`src/rtl/cmp_cond_pkg.sv`:
```
package cmp_cond_pkg;

   typedef enum logic [1:0] {
      SEL_CTRL = 2'd0,
      SEL_DAC  = 2'd1,
      SEL_STAT = 2'd2,
      SEL_RSVD = 2'd3
   } reg_sel_e;

   typedef enum logic [1:0] {
      REF_HALF_SUPPLY = 2'd0,
      REF_INTERNAL    = 2'd1,
      REF_EXTERNAL    = 2'd2
   } ref_src_e;

   // packed MSB first: ref[6:5] fall[4] rise[3] invert[2] idle_stop[1] enable[0]
   typedef struct packed {
      ref_src_e ref_src;
      logic     fall_en;
      logic     rise_en;
      logic     invert;
      logic     idle_stop;
      logic     enable;
   } chan_ctrl_t;

   localparam int unsigned CTRL_W = $bits(chan_ctrl_t);

   function automatic chan_ctrl_t decode_ctrl(logic [CTRL_W-1:0] w);
      chan_ctrl_t c;
      c.enable    = w[0];
      c.idle_stop = w[1];
      c.invert    = w[2];
      c.rise_en   = w[3];
      c.fall_en   = w[4];
      case (w[6:5])
         2'd1:    c.ref_src = REF_INTERNAL;
         2'd2:    c.ref_src = REF_EXTERNAL;
         default: c.ref_src = REF_HALF_SUPPLY;
      endcase
      return c;
   endfunction

endpackage

```
`src/rtl/cmp_sync_filter.sv`:
```
module cmp_sync_filter #(
   parameter int unsigned STAGES = 2
) (
   input  logic clk,
   input  logic rst_n,
   input  logic clr,
   input  logic raw_i,
   output logic filt_o
);

   logic [STAGES-1:0] sync_q;
   logic              sync_out;
   logic              samp_q;
   logic              filt_q;

   // synchronizer chain
   always_ff @(posedge clk or negedge rst_n) begin
      if (!rst_n)   sync_q <= '0;
      else if (clr) sync_q <= '0;
      else          sync_q <= {sync_q[STAGES-2:0], raw_i};
   end

   assign sync_out = sync_q[STAGES-1];

   // a new level is taken only after two equal samples in a row
   always_ff @(posedge clk or negedge rst_n) begin
      if (!rst_n) begin
         samp_q <= 1'b0;
         filt_q <= 1'b0;
      end else if (clr) begin
         samp_q <= 1'b0;
         filt_q <= 1'b0;
      end else begin
         samp_q <= sync_out;
         if (sync_out == samp_q) filt_q <= sync_out;
      end
   end

   assign filt_o = filt_q;

   // a change of the filtered level needs two matching synchronized samples
   assert_filter_hold_R2: assert property (@(posedge clk) disable iff (!rst_n)
      ((filt_q != $past(filt_q)) && !$past(clr)) |->
         (($past(sync_out) == filt_q) && ($past(samp_q) == filt_q)));

endmodule

```
`src/rtl/cmp_edge_gen.sv`:
```
module cmp_edge_gen (
   input  logic clk,
   input  logic rst_n,
   input  logic clr,
   input  logic filt_i,
   input  logic invert,
   input  logic rise_en,
   input  logic fall_en,
   output logic pulse_o
);

   logic filt_d;
   logic cur_lvl;
   logic prv_lvl;

   always_ff @(posedge clk or negedge rst_n) begin
      if (!rst_n)   filt_d <= 1'b0;
      else if (clr) filt_d <= 1'b0;
      else          filt_d <= filt_i;
   end

   // both samples see the same polarity, so toggling invert makes no edge
   assign cur_lvl = filt_i ^ invert;
   assign prv_lvl = filt_d ^ invert;

   assign pulse_o = (rise_en &  cur_lvl & ~prv_lvl) |
                    (fall_en & ~cur_lvl &  prv_lvl);

   // pulses never last two cycles
   assert_pulse_single_R3: assert property (@(posedge clk) disable iff (!rst_n)
      pulse_o |=> !pulse_o);

endmodule

```
`src/rtl/cmp_chan_regs.sv`:
```
module cmp_chan_regs
   import cmp_cond_pkg::*;
#(
   parameter int unsigned DAC_W = 10
) (
   input  logic             clk,
   input  logic             rst_n,
   input  logic             ctrl_we,
   input  logic             dac_we,
   input  logic             stat_we,
   input  logic [DAC_W-1:0] wdata,
   input  logic             evt_i,
   output chan_ctrl_t       ctrl_o,
   output logic [DAC_W-1:0] dac_o,
   output logic             sts_o
);

   chan_ctrl_t       ctrl_q;
   logic [DAC_W-1:0] dac_q;
   logic             sts_q;
   logic             clr_req;

   assign clr_req = stat_we & wdata[0];

   always_ff @(posedge clk or negedge rst_n) begin
      if (!rst_n) begin
         ctrl_q <= '0;
         dac_q  <= '0;
      end else begin
         if (ctrl_we) ctrl_q <= decode_ctrl(wdata[CTRL_W-1:0]);
         if (dac_we)  dac_q  <= wdata;
      end
   end

   // sticky flag, set has priority over clear
   always_ff @(posedge clk or negedge rst_n) begin
      if (!rst_n)       sts_q <= 1'b0;
      else if (evt_i)   sts_q <= 1'b1;
      else if (clr_req) sts_q <= 1'b0;
   end

   assign ctrl_o = ctrl_q;
   assign dac_o  = dac_q;
   assign sts_o  = sts_q;

   // every event leaves the flag set
   assert_status_set_R8: assert property (@(posedge clk) disable iff (!rst_n)
      evt_i |=> sts_q);

   // without a clear request the flag does not drop
   assert_status_hold_R8: assert property (@(posedge clk) disable iff (!rst_n)
      (sts_q && !clr_req) |=> sts_q);

endmodule

```
`src/rtl/cmp_cond_top.sv`:
```
module cmp_cond_top
   import cmp_cond_pkg::*;
#(
   parameter int unsigned NCH         = 2,
   parameter int unsigned DAC_W       = 10,
   parameter int unsigned SYNC_STAGES = 2,
   localparam int unsigned CH_W       = (NCH > 1) ? $clog2(NCH) : 1,
   localparam int unsigned AW         = CH_W + 2
) (
   input  logic                 clk,
   input  logic                 rst_n,
   input  logic                 idle_mode,
   input  logic                 sleep_mode,
   input  logic [NCH-1:0]       cmp_raw,
   input  logic                 cfg_we,
   input  logic [AW-1:0]        cfg_addr,
   input  logic [DAC_W-1:0]     cfg_wdata,
   output logic [NCH-1:0]       cmp_en_o,
   output logic [NCH-1:0]       dac_en_o,
   output logic [NCH*DAC_W-1:0] dac_code_o,
   output logic [2*NCH-1:0]     ref_sel_o,
   output logic [NCH-1:0]       evt_o,
   output logic [NCH-1:0]       irq_o,
   output logic [NCH-1:0]       status_o
);

   // elaboration-time parameter checks
   if (NCH < 1) begin : g_bad_nch
      initial $error("cmp_cond_top: NCH must be at least 1");
   end
   if (DAC_W < CTRL_W) begin : g_bad_dacw
      initial $error("cmp_cond_top: DAC_W must hold the control word");
   end
   if (SYNC_STAGES < 2) begin : g_bad_sync
      initial $error("cmp_cond_top: SYNC_STAGES must be at least 2");
   end

   reg_sel_e       sel;
   logic [NCH-1:0] istop_vec;
   logic           grp_stop;
   logic           low_power;

   assign sel       = reg_sel_e'(cfg_addr[1:0]);
   assign low_power = idle_mode | sleep_mode;
   assign grp_stop  = idle_mode & (|istop_vec);

   for (genvar i = 0; i < NCH; i++) begin : g_ch
      chan_ctrl_t       ctrl;
      logic [DAC_W-1:0] dac_code;
      logic             hit;
      logic             active;
      logic             filt;
      logic             edge_p;
      logic             evt;

      assign hit = cfg_we && (cfg_addr[AW-1:2] == CH_W'(i));

      cmp_chan_regs #(.DAC_W(DAC_W)) u_regs (
         .clk     (clk),
         .rst_n   (rst_n),
         .ctrl_we (hit && (sel == SEL_CTRL)),
         .dac_we  (hit && (sel == SEL_DAC)),
         .stat_we (hit && (sel == SEL_STAT)),
         .wdata   (cfg_wdata),
         .evt_i   (evt),
         .ctrl_o  (ctrl),
         .dac_o   (dac_code),
         .sts_o   (status_o[i])
      );

      assign active       = ctrl.enable & ~grp_stop;
      assign istop_vec[i] = ctrl.idle_stop;

      cmp_sync_filter #(.STAGES(SYNC_STAGES)) u_filt (
         .clk    (clk),
         .rst_n  (rst_n),
         .clr    (~active),
         .raw_i  (cmp_raw[i]),
         .filt_o (filt)
      );

      cmp_edge_gen u_edge (
         .clk     (clk),
         .rst_n   (rst_n),
         .clr     (~active),
         .filt_i  (filt),
         .invert  (ctrl.invert),
         .rise_en (ctrl.rise_en),
         .fall_en (ctrl.fall_en),
         .pulse_o (edge_p)
      );

      assign evt = edge_p & active & ~low_power;

      assign evt_o[i]    = evt;
      assign irq_o[i]    = low_power ? (active & (cmp_raw[i] ^ ctrl.invert)) : evt;
      assign cmp_en_o[i] = active;
      assign dac_en_o[i] = active;
      assign dac_code_o[i*DAC_W +: DAC_W] = dac_code;
      assign ref_sel_o[2*i +: 2]          = ctrl.ref_src;

      // a disabled channel is powered down and silent
      assert_off_quiet_R5: assert property (@(posedge clk) disable iff (!rst_n)
         !ctrl.enable |-> (!cmp_en_o[i] && !dac_en_o[i] && !evt_o[i]));

      // no clocked events while in a low-power mode
      assert_lowpow_no_evt_R7: assert property (@(posedge clk) disable iff (!rst_n)
         low_power |-> !evt_o[i]);
   end

   // one idle-stop request shuts the whole group in Idle
   assert_group_stop_R6: assert property (@(posedge clk) disable iff (!rst_n)
      (idle_mode && (|istop_vec)) |-> ((cmp_en_o == '0) && (dac_en_o == '0) && (irq_o == '0)));

endmodule

```
`config.mk`:
```
export PLATFORM = sky130hd
export DESIGN_NAME = cmp_cond_top
export DESIGN_NICKNAME = d
export VERILOG_FILES = /design/src/rtl/cmp_cond_pkg.sv /design/src/rtl/cmp_sync_filter.sv /design/src/rtl/cmp_edge_gen.sv /design/src/rtl/cmp_chan_regs.sv /design/src/rtl/cmp_cond_top.sv
export SDC_FILE = /design/constraint.sdc
export NUM_CORES = 1
export LEC_CHECK = 0
export BUFFER_PORTS_ARGS = -buffer_cell sky130_fd_sc_hd__buf_2
export CAP_MARGIN = 20
export CORE_UTILIZATION = 50
export DETAILED_ROUTE_END_ITERATION = 6
export PLACE_DENSITY = 0.76
export SLEW_MARGIN = 40
export SYNTH_ARGS = -nofsm -noshare
export SYNTH_HDL_FRONTEND = slang
export SYNTH_HIERARCHICAL = 1
export SYNTH_SLANG_ARGS = --single-unit
```
`constraint.sdc`:
```
create_clock -name clk -period 3.5 [get_ports clk]
set_clock_uncertainty 0.1 [all_clocks]
set_input_delay 0.175 -clock clk [delete_from_list [all_inputs] [get_ports clk]]
set_output_delay 0.175 -clock clk [all_outputs]
set_load 0.02 [all_outputs]
```
==> results.cfg <==
[synthesis]
syn_nets = 170
async_reset_ff_share_pct = 100
syn_avg_cell_area_um2 = 13.9
syn_inst = 150
synth_ff_type = dfrtp_1
ys_seq_area_share_pct = 55.3
synth_edf_count = 0
ys_warn_count = 6
ys_types = 24
ys_ff_latch = 46
synth_area_mm2 = 0.00208

[setup_path]
max_stage_delay_ns = 0.43
critPathTopFamily = flip-flops
critPathKind = register to primary output
cp_slowest_cell = dfrtp_1
crit_chain = mux2i_1 > o22ai_1 > or3_1 > o2111a_1 > buf_2
crit_fanout = 4
path_buf_inv = 1
end_kind = primary output
worstPathArrival_ns = 1.71
crit_path_start_kind = register
worstPathRequired_ns = 3.22

[global_route]
grt_usage_pct = 19.6
antenna_found_initial = 0
grt_pass1_wl_mm = 6.24
first_global_vias = 1347
grt_overflow = 0
grt_max_degree = 47

[drt]
drc = 0
post_drt_wl_per_cell_um = 14.9
drt-pass1-iter-count = 4
ant_nets = 0
dr.first_iter.drc_count = 30
vias = 1304
drt-vias-per-instance = 5.11
wirelength_mm = 3.80

[sta]
fin_crit_sh_pct = 56.6
rsz0062_at_grt = no
tightest_slew_ns = 0.577
setup_viol = 0
slew_headroom_pct = 61.5
min_period_ns = 1.98
fmax_mhz = 505
hold_violations = 0
slew_viol_final = 0
setup-tns-final_ns = 0
hold-worst-slack_ns = 0.0248

[finish]
layoutNonFillerInstCount = 255
final_cell_mix = 52 x buf_2, 46 x dfrtp_1, 30 x mux2_4
utilization_pct = 61.0
drive_gt1_share_pct = 46.3
antenna_cells = 0
nets = 225
area_growth_pct = 17.2
layout_commonest_cell = buf_2

[clocking]
cts_tree = yes
cts_sinks = 46
htree_levels = 2
clk_pin_slew_ns = 0.08
cts.root.buffer_cell = clkbuf_8
cts_made_buffers = 5
postCtsSetupBuffers = 0
clk_latency_ns = 0.29
clockBufferDepth = 2

[pwr]
seqPwrFrac_pct = 50.3
p_sw_mw = 0.423
p_leak_nw = 1.24
comb_power_share_pct = 27.8
irDropWorstVdd_v = 0.000377
power_density_mw_per_mm2 = 559
p_clk_share_pct = 22.0
swShare_pct = 31.0
p_int_mw = 0.942

[place]
post-place-cells = 247
finalWeightedCongestion = 0.755
portBuffers = 53
hpwl_mm = 2.72

[run_status]
outcome = completed

[run]
cap_violations = 0

[floorplanning]
design.core.area_mm2 = 0.00400
die_height_um = 66.5
dieWidth_um = 66.5
io_pins = 54
initial_core_util_pct = 52.0
rows = 23
die-area_mm2 = 0.00443

[hold_path]
hold_path.class = input port to register
## power by group through the flow
stage / Sequential [mW] / Combinational (mW) / Clock [mW]
after floorplan: 0.758 / 0.198 / 0
after global placement: 0.692 / 0.374 / 0
after detailed placement: 0.692 / 0.383 / 0
after CTS: 0.686 / 0.383 / 0.310
after global routing: 0.698 / 0.407 / 0.338
final: 0.686 / 0.379 / 0.300
## logic make-up after synthesis
| group | synth area share (%) |
|---|---|
| buffers and inverters | 5.05 |
| DFF | 55.3 |
| xor gates and xnor gates | 0.841 |
| and+or+nand+nor | 10.5 |
| AOI/OAI and AO/OA | 4.75 |
| muxes | 23.6 |
## sequential cells by signal, indices dropped and copies added (netlist names)
signal,flops
g_ch.u_filt/sync_q,4
g_ch.u_filt/filt_o,2
g_ch.u_regs/dac_o,20
g_ch.u_regs/sts_o,2
g_ch.u_regs/ctrl_o,14
g_ch.u_edge/filt_d,2
g_ch.u_filt/samp_q,2
## synthesized netlist by cell type (all sizes together) (4+ instances only)
master  number  share of area (%)
dfrtp       46                 55
mux2i        4                1.9
inv          4               0.72
nor2         5               0.90
nand2b       5                1.5
nand3b       4                1.4
mux2        30                 22
nor2b        8                2.4
o21ai        7                1.9
buf         10                4.3
nand2        7                1.3
## per-layer routing
layer | routed length, um | vias to the layer above | track usage [%]
li1 | - | 613 | -
met1 | 1830 | 639 | 26.8
met2 | 1720 | 48 | 30.0
met3 | 219 | 4 | 6.34
met4 | 25 | 0 | 5.32
met5 | 0 | - | 0
## area by class of cell
class	count	area (um2)
clock inverters	2	10.0
flip-flops and latches	46	1150
multi-input cells	90	826
fillers	325	1560
inverters	4	15.0
clock buffers	5	68.8
well taps	50	62.6
repair buffers	58	308
## worst paths after layout
check	endpoint	from	slack, ns	cells past startpoint
min	g_ch[1].u_regs/dac_o[9]	cfg_wdata[9]	0.02	2
max	irq_o[0]	g_ch[0].u_regs/ctrl_o[2]	1.52	5
max reg2reg	g_ch[0].u_regs/sts_o	g_ch[0].u_regs/ctrl_o[2]	2.16	4
min in group asynchronous	g_ch[1].u_filt/sync_q[1]	rst_n	0.32	2
max in group asynchronous	g_ch[1].u_regs/dac_o[4]	rst_n	2.59	2
min reg2reg	g_ch[1].u_regs/sts_o	g_ch[1].u_regs/sts_o	0.38	1
## per-stage QoR
stage,area (um2),worst slack (ns),power [mW]
after global placement,2350,1.90,1.07
after global routing,2440,1.41,1.44
after CTS,2440,1.51,1.38
final,2440,1.52,1.37
after detailed placement,2350,1.85,1.08
after floorplan,2080,2.00,0.957
## repair_timing
action | CTS | global route
hold buffers | 1 | 0
hold endpoints to repair | 46 | 0
endpoints found under the setup margin | 0 | 0
gates resized for setup | 0 | 0
(Power assumes the default switching activity.)
